$ cat src/rtl/bmide_pkg.sv
package bmide_pkg;
   localparam int DW = 32;
   localparam logic [2:0] OFS_CMD  = 3'd0;
   localparam logic [2:0] OFS_STAT = 3'd2;
   localparam logic [2:0] OFS_PTR  = 3'd4;
   localparam int CMD_RUN  = 0;
   localparam int CMD_DIR  = 3;
   localparam int ST_ACT   = 0;
   localparam int ST_ERR   = 1;
   localparam int ST_IRQ   = 2;
   localparam int ST_CAP0  = 5;
   localparam int ST_CAP1  = 6;
   localparam int END_BIT  = 31;

   typedef enum logic [1:0] {
      ENG_IDLE,
      ENG_GET_BASE,
      ENG_GET_CNT,
      ENG_MOVE
   } eng_state_t;
endpackage

$ cat src/rtl/bmide_regs.sv
module bmide_regs
   import bmide_pkg::*;
#(
   parameter int ADDR_W = 32
) (
   input  logic              clk,
   input  logic              rst_n,
   input  logic [2:0]        reg_addr,
   input  logic              reg_wr,
   input  logic [DW-1:0]     reg_wdata,
   output logic [DW-1:0]     reg_rdata,
   input  logic              drive_irq,
   input  logic              eng_active,
   input  logic              eng_err,
   output logic              start_p,
   output logic              stop_p,
   output logic              dir_rd,
   output logic [ADDR_W-1:0] tbl_ptr
);
   logic              cmd_run, cmd_dir, st_err, st_irq;
   logic [1:0]        st_cap;
   logic [ADDR_W-1:2] ptr_q;
   logic              wr_cmd, wr_stat, wr_ptr;
   logic [7:0]        stat_byte, cmd_byte;

   assign wr_cmd  = reg_wr && (reg_addr == OFS_CMD);
   assign wr_stat = reg_wr && (reg_addr == OFS_STAT);
   assign wr_ptr  = reg_wr && (reg_addr == OFS_PTR);
   assign start_p = wr_cmd && reg_wdata[CMD_RUN] && !cmd_run;
   assign stop_p  = wr_cmd && !reg_wdata[CMD_RUN] && cmd_run;
   assign dir_rd  = cmd_dir;
   assign tbl_ptr = {ptr_q, 2'b00};

   always_ff @(posedge clk) begin
      if (!rst_n) begin
         cmd_run <= 1'b0;
         cmd_dir <= 1'b0;
         st_err  <= 1'b0;
         st_irq  <= 1'b0;
         st_cap  <= '0;
         ptr_q   <= '0;
      end else begin
         if (wr_cmd) begin
            cmd_run <= reg_wdata[CMD_RUN];
            if (!eng_active) cmd_dir <= reg_wdata[CMD_DIR];
         end
         if (eng_err)                         st_err <= 1'b1;
         else if (wr_stat && reg_wdata[ST_ERR]) st_err <= 1'b0;
         if (drive_irq)                       st_irq <= 1'b1;
         else if (wr_stat && reg_wdata[ST_IRQ]) st_irq <= 1'b0;
         if (wr_stat) st_cap <= reg_wdata[ST_CAP1:ST_CAP0];
         if (wr_ptr)  ptr_q  <= reg_wdata[ADDR_W-1:2];
      end
   end

   always_comb begin
      stat_byte = '0;
      stat_byte[ST_ACT] = eng_active;
      stat_byte[ST_ERR] = st_err;
      stat_byte[ST_IRQ] = st_irq;
      stat_byte[ST_CAP1:ST_CAP0] = st_cap;
      cmd_byte = '0;
      cmd_byte[CMD_RUN] = cmd_run;
      cmd_byte[CMD_DIR] = cmd_dir;
      case (reg_addr)
         OFS_CMD:  reg_rdata = {24'd0, cmd_byte};
         OFS_STAT: reg_rdata = {24'd0, stat_byte};
         OFS_PTR:  reg_rdata = DW'(tbl_ptr);
         default:  reg_rdata = '0;
      endcase
   end

   assert_irq_sets_R8: assert property (@(posedge clk) disable iff (!rst_n)
      drive_irq |=> st_irq);
   assert_w1c_err_R9: assert property (@(posedge clk) disable iff (!rst_n)
      (wr_stat && reg_wdata[ST_ERR] && !eng_err) |=> !st_err);
   assert_cap_hold_R9: assert property (@(posedge clk) disable iff (!rst_n)
      !wr_stat |=> $stable(st_cap));
   assert_dir_hold_R10: assert property (@(posedge clk) disable iff (!rst_n)
      eng_active |=> $stable(cmd_dir));
endmodule

$ cat src/rtl/bmide_engine.sv
module bmide_engine
   import bmide_pkg::*;
#(
   parameter int ADDR_W        = 32,
   parameter int LEN_W         = 16,
   parameter int BEAT_BYTES    = 4,
   parameter bit ZERO_LEN_FULL = 1'b1
) (
   input  logic              clk,
   input  logic              rst_n,
   input  logic              start_p,
   input  logic              stop_p,
   input  logic [ADDR_W-1:0] tbl_ptr,
   input  logic              dir_rd,
   output logic              mem_req,
   output logic [ADDR_W-1:0] mem_addr,
   input  logic              mem_ack,
   input  logic [DW-1:0]     mem_rdata,
   input  logic              mem_err,
   output logic              dat_req,
   output logic [ADDR_W-1:0] dat_addr,
   output logic              dat_dir,
   input  logic              dat_ack,
   input  logic              dat_err,
   output logic              active,
   output logic              err_set
);
   localparam int REM_W    = LEN_W + 1;
   localparam int BEAT_LSB = $clog2(BEAT_BYTES);

   eng_state_t        st;
   logic [ADDR_W-1:0] desc_ptr, buf_addr;
   logic [REM_W-1:0]  rem, rem_load;
   logic              last_desc, end_beat, mem_bad, dat_bad, beat_ok;
   logic [LEN_W-1:0]  len_field;

   assign mem_req  = (st == ENG_GET_BASE) || (st == ENG_GET_CNT);
   assign mem_addr = (st == ENG_GET_CNT) ? desc_ptr + ADDR_W'(4) : desc_ptr;
   assign dat_req  = (st == ENG_MOVE);
   assign dat_addr = buf_addr;
   assign dat_dir  = dir_rd;
   assign active   = (st != ENG_IDLE);
   assign mem_bad  = mem_req && mem_ack && mem_err;
   assign dat_bad  = dat_req && dat_ack && dat_err;
   assign beat_ok  = dat_req && dat_ack && !dat_err;
   assign err_set  = (mem_bad || dat_bad) && !stop_p;
   assign end_beat = (rem <= REM_W'(BEAT_BYTES));
   assign len_field = mem_rdata[LEN_W-1:0];

   generate
      if (ZERO_LEN_FULL) begin : g_zero_full
         assign rem_load = (len_field == '0) ? {1'b1, {LEN_W{1'b0}}} : {1'b0, len_field};
      end else begin : g_zero_beat
         assign rem_load = (len_field == '0) ? REM_W'(BEAT_BYTES) : {1'b0, len_field};
      end
   endgenerate

   always_ff @(posedge clk) begin
      if (!rst_n) begin
         st        <= ENG_IDLE;
         desc_ptr  <= '0;
         buf_addr  <= '0;
         rem       <= '0;
         last_desc <= 1'b0;
      end else if (stop_p) begin
         st <= ENG_IDLE;
      end else begin
         case (st)
            ENG_IDLE: if (start_p) begin
               desc_ptr <= tbl_ptr;
               st       <= ENG_GET_BASE;
            end
            ENG_GET_BASE: if (mem_ack) begin
               if (mem_err) st <= ENG_IDLE;
               else begin
                  buf_addr <= {mem_rdata[ADDR_W-1:BEAT_LSB], {BEAT_LSB{1'b0}}};
                  st       <= ENG_GET_CNT;
               end
            end
            ENG_GET_CNT: if (mem_ack) begin
               if (mem_err) st <= ENG_IDLE;
               else begin
                  rem       <= rem_load;
                  last_desc <= mem_rdata[END_BIT];
                  desc_ptr  <= desc_ptr + ADDR_W'(8);
                  st        <= ENG_MOVE;
               end
            end
            ENG_MOVE: if (dat_ack) begin
               if (dat_err) st <= ENG_IDLE;
               else begin
                  buf_addr <= buf_addr + ADDR_W'(BEAT_BYTES);
                  if (end_beat) st <= last_desc ? ENG_IDLE : ENG_GET_BASE;
                  else rem <= rem - REM_W'(BEAT_BYTES);
               end
            end
            default: st <= ENG_IDLE;
         endcase
      end
   end

   assert_err_stops_R7: assert property (@(posedge clk) disable iff (!rst_n)
      (mem_bad || dat_bad) |=> !active);
   assert_stop_idles_R6: assert property (@(posedge clk) disable iff (!rst_n)
      stop_p |=> !mem_req && !dat_req);
   assert_fetch_hold_R3: assert property (@(posedge clk) disable iff (!rst_n)
      (mem_req && !mem_ack && !stop_p) |=> mem_req && $stable(mem_addr));
   assert_beat_step_R4: assert property (@(posedge clk) disable iff (!rst_n)
      (beat_ok && !end_beat && !stop_p) |=> dat_req && (dat_addr == $past(dat_addr) + ADDR_W'(BEAT_BYTES)));
endmodule

$ cat src/rtl/bmide_channel.sv
module bmide_channel
   import bmide_pkg::*;
#(
   parameter int ADDR_W        = 32,
   parameter int LEN_W         = 16,
   parameter int BEAT_BYTES    = 4,
   parameter bit ZERO_LEN_FULL = 1'b1
) (
   input  logic              clk,
   input  logic              rst_n,
   input  logic [2:0]        reg_addr,
   input  logic              reg_wr,
   input  logic [DW-1:0]     reg_wdata,
   output logic [DW-1:0]     reg_rdata,
   input  logic              drive_irq,
   output logic              mem_req,
   output logic [ADDR_W-1:0] mem_addr,
   input  logic              mem_ack,
   input  logic [DW-1:0]     mem_rdata,
   input  logic              mem_err,
   output logic              dat_req,
   output logic [ADDR_W-1:0] dat_addr,
   output logic              dat_dir,
   input  logic              dat_ack,
   input  logic              dat_err
);
   generate
      if (ADDR_W < 16 || ADDR_W > DW) begin : g_bad_addr
         $error("ADDR_W must lie in 16..32");
      end
      if (LEN_W < 8 || LEN_W > 24) begin : g_bad_len
         $error("LEN_W must lie in 8..24");
      end
      if (BEAT_BYTES < 2 || (BEAT_BYTES & (BEAT_BYTES - 1)) != 0 || BEAT_BYTES > 8) begin : g_bad_beat
         $error("BEAT_BYTES must be 2, 4 or 8");
      end
   endgenerate

   logic              start_p, stop_p, dir_rd, eng_active, eng_err;
   logic [ADDR_W-1:0] tbl_ptr;

   bmide_regs #(.ADDR_W(ADDR_W)) u_regs (
      .clk(clk), .rst_n(rst_n),
      .reg_addr(reg_addr), .reg_wr(reg_wr), .reg_wdata(reg_wdata), .reg_rdata(reg_rdata),
      .drive_irq(drive_irq), .eng_active(eng_active), .eng_err(eng_err),
      .start_p(start_p), .stop_p(stop_p), .dir_rd(dir_rd), .tbl_ptr(tbl_ptr)
   );

   bmide_engine #(
      .ADDR_W(ADDR_W), .LEN_W(LEN_W), .BEAT_BYTES(BEAT_BYTES), .ZERO_LEN_FULL(ZERO_LEN_FULL)
   ) u_eng (
      .clk(clk), .rst_n(rst_n), .start_p(start_p), .stop_p(stop_p),
      .tbl_ptr(tbl_ptr), .dir_rd(dir_rd),
      .mem_req(mem_req), .mem_addr(mem_addr), .mem_ack(mem_ack),
      .mem_rdata(mem_rdata), .mem_err(mem_err),
      .dat_req(dat_req), .dat_addr(dat_addr), .dat_dir(dat_dir),
      .dat_ack(dat_ack), .dat_err(dat_err),
      .active(eng_active), .err_set(eng_err)
   );
endmodule

$ cat config.mk
export PLATFORM = sky130hd
export DESIGN_NAME = bmide_channel
export DESIGN_NICKNAME = d
export VERILOG_FILES = /design/src/rtl/bmide_pkg.sv /design/src/rtl/bmide_regs.sv /design/src/rtl/bmide_engine.sv /design/src/rtl/bmide_channel.sv
export SDC_FILE = /design/constraint.sdc
export NUM_CORES = 1
export LEC_CHECK = 0
export BUFFER_PORTS_ARGS = -buffer_cell sky130_fd_sc_hd__buf_2
export CORE_ASPECT_RATIO = 2
export CORE_MARGIN = 3
export CORE_UTILIZATION = 55
export CTS_BUF_LIST = sky130_fd_sc_hd__clkbuf_4
export DETAILED_ROUTE_END_ITERATION = 8
export PLACE_DENSITY = 0.86
export SLEW_MARGIN = 15
export SYNTH_ARGS = -nofsm -noshare
export SYNTH_HDL_FRONTEND = slang
export SYNTH_SLANG_ARGS = --single-unit
export TNS_END_PERCENT = 30
$ cat constraint.sdc
create_clock -name clk -period 5.45 [get_ports clk]
set_input_delay 1.635 -clock clk [delete_from_list [all_inputs] [get_ports clk]]
set_output_delay 1.635 -clock clk [all_outputs]
set_load 0.1 [all_outputs]
==> results of run 1 <==
-- kinds of logic after synthesis --
kind of cell | Yosys count | synth area share (%)
xor gates and xnor gates | 29 | 3.43
DFF | 116 | 31.3
AOI/OAI and AO/OA | 279 | 26.0
adders and majority gates | 9 | 1.52
buffers and inverters | 106 | 6.45
other | 1 | 0.0506
muxes | 15 | 2.11
and+or+nand+nor | 434 | 29.1
-- cells in the final DEF, fill, tap and decap left out, types with 6 or more instances in the layout --
master and n:
sky130_fd_sc_hd__nand4_1 19, sky130_fd_sc_hd__dfxtp_1 116, sky130_fd_sc_hd__a211oi_1 9, sky130_fd_sc_hd__o311ai_0 9
sky130_fd_sc_hd__a21oi_1 101, sky130_fd_sc_hd__nor3_1 23, sky130_fd_sc_hd__o31ai_1 9, sky130_fd_sc_hd__nor2_1 73
sky130_fd_sc_hd__and4_1 8, sky130_fd_sc_hd__xor2_1 14, sky130_fd_sc_hd__nand2b_1 9, sky130_fd_sc_hd__o31a_1 6
sky130_fd_sc_hd__and3_1 18, sky130_fd_sc_hd__nand3_1 40, sky130_fd_sc_hd__nor2b_1 20, sky130_fd_sc_hd__clkbuf_4 17
sky130_fd_sc_hd__buf_4 13, sky130_fd_sc_hd__o22ai_1 9, sky130_fd_sc_hd__a22oi_1 9, sky130_fd_sc_hd__nor4_1 15
sky130_fd_sc_hd__o221a_2 15, sky130_fd_sc_hd__xnor2_1 15, sky130_fd_sc_hd__buf_12 29, sky130_fd_sc_hd__buf_2 140
sky130_fd_sc_hd__a31oi_1 14, sky130_fd_sc_hd__a41oi_1 7, sky130_fd_sc_hd__o21ai_0 28, sky130_fd_sc_hd__and2_1 31
sky130_fd_sc_hd__inv_1 15, sky130_fd_sc_hd__nand2_1 153, sky130_fd_sc_hd__mux2i_1 10, sky130_fd_sc_hd__o32ai_1 14
sky130_fd_sc_hd__ha_1 7
-- worst max-delay path, cell delays in order, from the launching register on --
cell                      delay, ps
sky130_fd_sc_hd__dfxtp_1        580
sky130_fd_sc_hd__nand3_1        240
sky130_fd_sc_hd__or3_1          410
sky130_fd_sc_hd__or4_1          560
sky130_fd_sc_hd__nor2_1         150
sky130_fd_sc_hd__xor2_1         170
sky130_fd_sc_hd__buf_2          450
-- synth_stat cells, types with 5 or more instances --
library cell / instances / area (sq um)
sky130_fd_sc_hd__buf_2: 13 / 65.1
sky130_fd_sc_hd__nor2b_1: 20 / 125
sky130_fd_sc_hd__inv_1: 15 / 56.3
sky130_fd_sc_hd__ha_1: 9 / 113
sky130_fd_sc_hd__and2_1: 31 / 194
sky130_fd_sc_hd__o21ai_0: 28 / 140
sky130_fd_sc_hd__buf_4: 6 / 45.0
sky130_fd_sc_hd__a211oi_1: 9 / 67.6
sky130_fd_sc_hd__o311ai_0: 9 / 78.8
sky130_fd_sc_hd__dfxtp_1: 116 / 2320
sky130_fd_sc_hd__and4_1: 8 / 70.1
sky130_fd_sc_hd__nor2_1: 73 / 274
sky130_fd_sc_hd__nand3_1: 40 / 200
sky130_fd_sc_hd__o221a_2: 15 / 169
sky130_fd_sc_hd__o32ai_1: 14 / 123
sky130_fd_sc_hd__nor4_1: 17 / 106
sky130_fd_sc_hd__o31ai_1: 9 / 67.6
sky130_fd_sc_hd__a41oi_1: 7 / 61.3
sky130_fd_sc_hd__mux2_2: 5 / 56.3
sky130_fd_sc_hd__a31oi_1: 14 / 87.6
sky130_fd_sc_hd__o22ai_1: 9 / 56.3
sky130_fd_sc_hd__xnor2_1: 15 / 131
sky130_fd_sc_hd__a21oi_1: 101 / 505
sky130_fd_sc_hd__xor2_1: 14 / 123
sky130_fd_sc_hd__nand2_1: 153 / 574
sky130_fd_sc_hd__nand2b_1: 9 / 56.3
sky130_fd_sc_hd__and3_1: 18 / 113
sky130_fd_sc_hd__nor3_1: 23 / 115
sky130_fd_sc_hd__o31a_1: 6 / 52.6
sky130_fd_sc_hd__o21a_1: 5 / 37.5
sky130_fd_sc_hd__mux2i_1: 10 / 100
sky130_fd_sc_hd__buf_1: 7 / 26.3
sky130_fd_sc_hd__a22oi_1: 9 / 67.6
sky130_fd_sc_hd__clkbuf_1: 57 / 214
sky130_fd_sc_hd__nand4_1: 19 / 119
-- metrics by stage --
step | util [%] | setup WS [ps] | hold WS, ps | std cells
final | 68.2 | 714 | 478 | 1271
after global placement | 65.8 | 946 | 454 | 1237
after detailed placement | 65.8 | 895 | 459 | 1237
after floorplan | - | -175 | 440 | 992
after global routing | 68.2 | 488 | 502 | 1271
after CTS | 68.2 | 741 | 476 | 1269
-- power groups by stage --
stage / logic [uW] / clock network [uW] / registers (uW)
CTS: 476 / 699 / 927
global route: 503 / 737 / 935
global placement: 467 / 0 / 944
finish: 478 / 696 / 929
floorplan: 197 / 0 / 1110
detailed placement: 474 / 0 / 945
-- final timing paths --
kind,from,endpoint,slack [ps]
setup / recovery,u_eng.desc_ptr[15],mem_addr[25],710
hold / removal,u_regs.ptr_q[29],u_regs.ptr_q[29],480
setup reg to reg,u_eng.st[0],u_eng.rem[15],1880
hold reg to reg,u_regs.ptr_q[29],u_regs.ptr_q[29],480
-- state kept, by name, indices dropped and copies added, names as in the netlist, 2 cells and up --
signal and cells:
u_regs.ptr_q 30, u_eng.rem 17, u_regs.st_cap 2, u_eng.desc_ptr 30
u_eng.dat_addr 30, u_eng.st 2
-- layer usage --
| layer | part of all wire, % | wire [um] | vias to the layer above |
|---|---|---|---|
| li1 | - | - | 3855 |
| met1 | 34 | 7980 | 3830 |
| met2 | 54 | 12500 | 455 |
| met3 | 6.1 | 1420 | 109 |
| met4 | 5.7 | 1320 | 0 |
| met5 | 0 | 0 | - |
-- layout make-up --
| cell class | instances | area, sq um | area share (%) |
|---|---|---|---|
| antenna | 2 | 5.00 | 0.0561 |
| clock buffer | 17 | 128 | 1.43 |
| clock inverter | 15 | 180 | 2.02 |
| inverter | 17 | 63.8 | 0.716 |
| multi-input combinational | 770 | 4650 | 52.1 |
| sequential | 116 | 2320 | 26.0 |
| tap | 152 | 190 | 2.13 |
| timing repair buffer | 182 | 1380 | 15.5 |
==> results.toml, run 1 <==
[timing]
final_count_of_hold_timing_violations = 0
finalWorstPathRequiredPeriod_ps = 4740
max_slew_margin_pct = 23.5
tightestPinTransition_ps = 1150
timing.setup.tns_ps = 0
timing.final.max_slew_violations = 0
fmax_mhz = 211
timing.clock.skew_ps = 30.6
fin_crit_sh_pct = 86.9
rsz_0062_raised_after_global_routing = "no"
timing.final.setup_violations = 0

[power_and_ir_drop]
power.share.clock_pct = 33.1
switching_share_pct = 37.6
internal_cell_power_uw = 1310
cell_leakage_power_uw = 0.00350
vdd_drop_max_uv = 216
report.power.total_uw = 2100
power-per-cell-area_mw_per_mm2 = 236
p_switching_uw = 790
comb_power_share_pct = 22.7
share_seq_of_total_power_pct = 44.2

[floorplanning]
die_width_um = 88.1
initial_utilization_pct = 56.7
placement_rows = 59
floorplan.core_area_sq_mm = 0.0131
io-pin-count = 174
total_die_area_sq_mm = 0.0150
dieHeight_um = 170

[clock_network]
tritoncts = "built"
cts_num_sinks = 116
cts_hold_bufs = 0
postCtsSetupBuffers = 0
clk_latency_ps = 540
clock_pin_slew_reported_for_the_worst_setup_and_hold_paths_after_clock_tree_synthesis_ps = 120
number_of_buffers_created_by_cts = 17
ctsResizeCount = 0
cts_root_buffer = "sky130_fd_sc_hd__clkbuf_4"
cts-htree-levels = 4
clockBufferDepth = 2

[routing]
post_drt_wl_per_cell_um = 18.3
drtPass1Iterations = 5
remaining_drc_errors = 0
drt_wl_total_mm = 23.2
avgViaCountPerCell = 6.49
drt_iter0_drc = 539
antenna_left = 0
vias = 8249

[global_route]
grt_use_met2_pct = 56.8
antenna_found_initial = 2
grt_use_met1_pct = 31.1
gr-usage-all-layers_pct = 31.0
global_route.usage.met3_pct = 5.43
first_global_vias = 8066
grt_start_max_net_pins = 75
grt_overflow = 0
grt_most_used_layer = "met2"
global_route_wire_length_before_repair_mm = 37.5

[final_layout]
nFillCells = 1091
post-route-cell-area_sq_mm = 0.00892
nNetsFinal = 1188
flow.area_growth_from_synthesis_pct = 20.3
fraction_of_layout_instances_using_a_drive_strength_above_1_pct = 23.3

[yosys]
syn_inst = 989
dominantRegCellSynth = "sky130_fd_sc_hd__dfxtp_1"
synth_enable_flop_cells = 0
ys_seq_elements = 116
synthDistinctLibCells = 79
asyncSetResetFlopFracSynth_pct = 0
synth-seq-area-share_pct = 31.3
synth-warning-count = 0
postSynthAreaPerCell_sq_um = 7.50
synthesis.area_sq_mm = 0.00741

[place]
dpl-instance-area_sq_mm = 0.00860
detailed_place_hpwl_mm = 16.4
port-buffer-count = 169
routabilityCongestion = 0.907

[worst_hold_path]
timing.hold.worst.class = "reg2reg"
whs_path_depth = 2

[critical_path]
crit_path_start_kind = "flop"
critPathCaptureType = "output port"
crit_fanout = 11
critPathArrivalTime_ps = 3100
cp.required_ps = 3820
r2r.worst_path.cells = 9
path_class = "reg2out"

[job]
maxcap_violations = 0

[run_status]
run_status = "complete, no violations"
Note: power is estimated with default switching activity, not from simulation.
==> inputs of run 2 (changes only) <==
--- a/config.mk
+++ b/config.mk
@@ -12,6 +12,7 @@
 export CTS_BUF_LIST = sky130_fd_sc_hd__clkbuf_4
 export DETAILED_ROUTE_END_ITERATION = 8
 export PLACE_DENSITY = 0.86
+export SKIP_CTS_REPAIR_TIMING = 1
 export SLEW_MARGIN = 15
 export SYNTH_ARGS = -nofsm -noshare
 export SYNTH_HDL_FRONTEND = slang
==> constraint.sdc (replaced) <==
create_clock -name clk -period 5.45 [get_ports clk]
set_input_delay 1.635 -clock clk [delete_from_list [all_inputs] [get_ports clk]]
set_output_delay 1.635 -clock clk [all_outputs]
set_load 0.05 [all_outputs]
==> run 2 against run 1 <==
Cell count down 0.24%. Worst hold slack about the same. Cell area down 5.1%. Via count down 2.3%. Critical endpoint unchanged. Highest routed layer unchanged.
==> results.toml, run 2 (synthesis results as in run 1) <==
[worst_hold_path]
timing.hold.worst.class = "reg2reg"

[timing]
rsz_0062_raised_after_global_routing = "no"
max_slew_margin_pct = 21.7
fin_crit_sh_pct = 84.4
tightestPinTransition_ps = 1170
timing.clock.skew_ps = 21.6
timing.final.setup_violations = 0
timing.setup.tns_ps = 0
final_count_of_hold_timing_violations = 0
final_critical_path_setup_slack_ps = 852
timing.final.max_slew_violations = 0
finalWorstPathRequiredPeriod_ps = 4600
fmax_mhz = 217
hold_ws_ps = 478

[floorplanning]
floorplan.core_area_sq_mm = 0.0131
dieHeight_um = 170
total_die_area_sq_mm = 0.0150
io-pin-count = 174
die_width_um = 88.1
placement_rows = 59
initial_utilization_pct = 56.7

[global_route]
gr-usage-all-layers_pct = 29.5
first_global_vias = 7688
grt_start_max_net_pins = 61
global_route_wire_length_before_repair_mm = 35.5
grt_overflow = 0
antenna_found_initial = 1

[final_layout]
nNetsFinal = 1188
flow.area_growth_from_synthesis_pct = 14.1
fraction_of_layout_instances_using_a_drive_strength_above_1_pct = 22.8
commonest_cells_after_routing_fill_and_taps_aside = "sky130_fd_sc_hd__buf_2, sky130_fd_sc_hd__nand2_1, sky130_fd_sc_hd__dfxtp_1, sky130_fd_sc_hd__a21oi_1, sky130_fd_sc_hd__nor2_1"
multi_input_area_sq_mm = 0.00464
ff_latch_area_sq_mm = 0.00232
nFillCells = 1200
layout.cells.most_common = "sky130_fd_sc_hd__buf_2"

[critical_path]
crit_fanout = 8
path_class = "reg2out"
cp.required_ps = 3820
crit_path_start_kind = "flop"
critPathArrivalTime_ps = 2960
critPathCaptureType = "output port"

[clock_network]
cts_num_sinks = 116
tritoncts = "built"
clock_pin_slew_reported_for_the_worst_setup_and_hold_paths_after_clock_tree_synthesis_ps = 110
clk_latency_ps = 530
cts-htree-levels = 4
clockBufferDepth = 2
cts_root_buffer = "sky130_fd_sc_hd__clkbuf_4"
number_of_buffers_created_by_cts = 17

[routing]
post_drt_wl_per_cell_um = 17.6
drt_iter0_drc = 523
avgViaCountPerCell = 6.36
drt_wl_total_mm = 22.4
remaining_drc_errors = 0
drtPass1Iterations = 7
vias = 8061
antenna_left = 0

[power_and_ir_drop]
power-per-cell-area_mw_per_mm2 = 232
comb_power_share_pct = 18.0
internal_cell_power_uw = 1340
share_seq_of_total_power_pct = 47.2
vdd_drop_max_uv = 217
p_switching_uw = 626
power.share.clock_pct = 34.8
switching_share_pct = 31.8
cell_leakage_power_uw = 0.00342

[job]
maxcap_violations = 0

[place]
routabilityCongestion = 0.911
port-buffer-count = 169
dp_slack_ps = 869
detailed_place_hpwl_mm = 15.8

[run_status]
run_status = "complete, no violations"
run 2: routing by layer:
metal  vias to the layer above  share of wire [%]  track usage (%)
met2                       392                 54             55.3
met5                         -                  0                0
met3                        98                6.1             5.23
met1                      3730                 35             28.9
li1                       3841                  -                -
met4                         0                5.2             17.5
run 2: power groups by stage:
stage / clock [uW] / combinational (uW) / sequential [uW]
finish: 685 / 354 / 927
global route: 730 / 377 / 934
global placement: 0 / 346 / 944
floorplan: 0 / 172 / 1020
detailed placement: 0 / 352 / 945
CTS: 695 / 353 / 926
run 2: critical path, stage by stage (launching register included):
cell and delay (ps):
sky130_fd_sc_hd__dfxtp_1 520, sky130_fd_sc_hd__nand3_1 230, sky130_fd_sc_hd__or3_1 460, sky130_fd_sc_hd__or4_1 580, sky130_fd_sc_hd__nor2_1 150, sky130_fd_sc_hd__xor2_1 200
sky130_fd_sc_hd__buf_2 290
run 2: worst paths after layout:
check	start	endpoint	slack [ps]	cells after the start
setup / recovery	u_eng.desc_ptr[21]	mem_addr[25]	850	6
setup reg to reg	u_eng.st[0]	u_eng.rem[2]	2440	5
hold / removal	u_regs.ptr_q[17]	u_regs.ptr_q[17]	480	2
hold reg to reg	u_regs.ptr_q[17]	u_regs.ptr_q[17]	480	2
run 2: final cells by class:
class	count	area share [%]
multi-input cells	770	54.9
flip-flops and latches	116	27.5
repair buffers	182	11.2
well taps	152	2.25
clock inverters	13	1.97
clock buffers	17	1.51
inverters	17	0.754
diodes	1	0.0296
run 2: through the flow:
step	std cells	instance area [sq um]	total power (uW)	utilization [%]
floorplan	992	7430	1190	-
global placement	1237	8160	1290	62.5
detailed placement	1237	8160	1300	62.5
finish	1268	8460	1970	64.7
CTS	1267	8460	1970	64.7
global route	1268	8460	2040	64.7
==> inputs of run 3 (changes only) <==
--- a/config.mk
+++ b/config.mk
@@ -8,10 +8,10 @@
 export BUFFER_PORTS_ARGS = -buffer_cell sky130_fd_sc_hd__buf_2
 export CORE_ASPECT_RATIO = 2
 export CORE_MARGIN = 3
-export CORE_UTILIZATION = 55
+export CORE_UTILIZATION = 51
 export CTS_BUF_LIST = sky130_fd_sc_hd__clkbuf_4
 export DETAILED_ROUTE_END_ITERATION = 8
-export PLACE_DENSITY = 0.86
+export PLACE_DENSITY = 0.84
 export SKIP_CTS_REPAIR_TIMING = 1
 export SLEW_MARGIN = 15
 export SYNTH_ARGS = -nofsm -noshare
==> constraint.sdc (replaced) <==
create_clock -name clk -period 3.9 [get_ports clk]
set_input_delay 1.17 -clock clk [delete_from_list [all_inputs] [get_ports clk]]
set_output_delay 1.17 -clock clk [all_outputs]
set_load 0.05 [all_outputs]
==> run 3 against run 2 <==
Combinational power is 42% higher. Highest routed layer unchanged. Critical path type unchanged. Largest cell class unchanged. Utilization is 2.6 points lower. Clock skew is 1.6 ps higher.
==> results.toml, run 3 (synthesis results as in run 1) <==
[clock_network]
cts_num_sinks = 116
number_of_buffers_created_by_cts = 17
clock_pin_slew_reported_for_the_worst_setup_and_hold_paths_after_clock_tree_synthesis_ps = 110
cts-htree-levels = 4
clockBufferDepth = 2
tritoncts = "built"
cts_root_buffer = "sky130_fd_sc_hd__clkbuf_4"
clk_latency_ps = 540

[power_and_ir_drop]
share_seq_of_total_power_pct = 47.1
vdd_drop_max_uv = 214
p_switching_uw = 919
power.share.clock_pct = 34.6
switching_share_pct = 33.4
power-per-cell-area_mw_per_mm2 = 315
internal_cell_power_uw = 1830
cell_leakage_power_uw = 0.00351
comb_power_share_pct = 18.3

[final_layout]
utilization_pct = 62.1
nNetsFinal = 1201
layout.cells.most_common = "sky130_fd_sc_hd__buf_2"
commonest_cells_after_routing_fill_and_taps_aside = "sky130_fd_sc_hd__buf_2, sky130_fd_sc_hd__nand2_1, sky130_fd_sc_hd__dfxtp_1, sky130_fd_sc_hd__a21oi_1, sky130_fd_sc_hd__nor2_1"
post-route-cell-area_sq_mm = 0.00872
nFillCells = 1316
fraction_of_layout_instances_using_a_drive_strength_above_1_pct = 26.0
flow.area_growth_from_synthesis_pct = 17.7

[timing]
max_slew_margin_pct = 39.3
final_count_of_hold_timing_violations = 0
tightestPinTransition_ps = 911
timing.final.setup_violations = 0
timing.final.max_slew_violations = 0
finalWorstPathRequiredPeriod_ps = 3820
rsz_0062_raised_after_global_routing = "yes"
timing.clock.skew_ps = 23.2
fmax_mhz = 262
fin_crit_sh_pct = 97.9

[routing]
antenna_left = 0
drt_wl_total_mm = 23.3
remaining_drc_errors = 0
post_drt_wl_per_cell_um = 17.6
drt_iter0_drc = 460
avgViaCountPerCell = 6.24
drtPass1Iterations = 5
vias = 8241

[worst_hold_path]
min-delay-start = "u_regs.ptr_q[22]"
timing.hold.worst.class = "reg2reg"
whs_path_depth = 2

[critical_path]
cpMaxStageDelayCell = "sky130_fd_sc_hd__dfxtp_1"
critPathArrivalTime_ps = 2650
cpPeakStageDelay_ps = 360
path_class = "reg2out"
cp.required_ps = 2730
critPathCaptureType = "output port"
crit_path_start_kind = "flop"
crit_fanout = 7
timing.critical_path.from = "u_eng.st[0]"
crit-reg2reg-launch = "u_eng.st[0]"
path_common_cell = "sky130_fd_sc_hd__buf_4"
critical_path.cell_chain = "inv_1 > ha_2 > nand4_1 > nor4_2 > buf_4 > and2_4 > nand2_1 > xnor2_1 > buf_4"
r2r.worst_path.cells = 8

[place]
routabilityCongestion = 0.915
dpl-instance-area_sq_mm = 0.00830
detailed_place_hpwl_mm = 16.7
port-buffer-count = 169

[job]
maxcap_violations = 0

[floorplanning]
placement_rows = 61
initial_utilization_pct = 52.8
total_die_area_sq_mm = 0.0161
dieHeight_um = 177
io-pin-count = 174
floorplan.core_area_sq_mm = 0.0140
die_width_um = 91.3

[global_route]
gr-usage-all-layers_pct = 27.9
first_global_vias = 7740
grt_overflow = 0
antenna_found_initial = 2
global_route_wire_length_before_repair_mm = 37.0
grt_start_max_net_pins = 54

[run_status]
run_status = "complete, no violations"
-- run 3: routing by layer --
metal  GRT usage (%)  routed length [um]  up-vias
met2            53.3               12900      394
li1                -                   -     3862
met4            15.9                1000        0
met1            27.3                8170     3895
met5               0                   0        -
met3            5.42                1200       90
-- run 3: area by class of cell --
cell class	count	area (sq um)	share of cell area (%)
clock inverters	14	161	1.85
inverters	17	63.8	0.732
well taps	189	236	2.71
clock buffers	18	135	1.55
multi-input cells	770	4720	54.1
flip-flops and latches	116	2340	26.9
repair buffers	195	1060	12.2
diodes	2	5.00	0.0574
-- run 3: worst paths after layout --
path	to	slack, ps
worst min-delay path	u_regs.ptr_q[22]	480
worst max register to register	u_eng.desc_ptr[25]	890
worst max-delay path	mem_addr[24]	80
worst min register to register	u_regs.ptr_q[22]	480
-- run 3: worst max-delay path: cells and delay by family, from the launching register on --
kind | cells | cell delay [ps]
buffers and inverters | 3 | 560
adders and majority gates | 1 | 200
xor gates and xnor gates | 1 | 200
and+or+nand+nor | 4 | 780
DFF | 1 | 360
-- run 3: power by group through the flow --
stage          Combinational, uW  Sequential [uW]  Clock (uW)
5_1_grt                      538             1300        1010
2_1_floorplan                241             1430           0
3_3_place_gp                 492             1320           0
4_1_cts                      501             1290         965
6_report                     503             1300         951
3_5_place_dp                 499             1320           0
-- run 3: stage by stage --
step	TNS, ps	total power, uW	std cells	hold slack (ps)	setup slack [ps]
after floorplan	0	1670	992	440	14.2
after global placement	0	1810	1286	454	314
after detailed placement	0	1820	1286	464	238
after CTS	-684	2760	1318	480	-169
after global routing	-339	2850	1321	503	-92.4
final	0	2750	1321	479	82.9
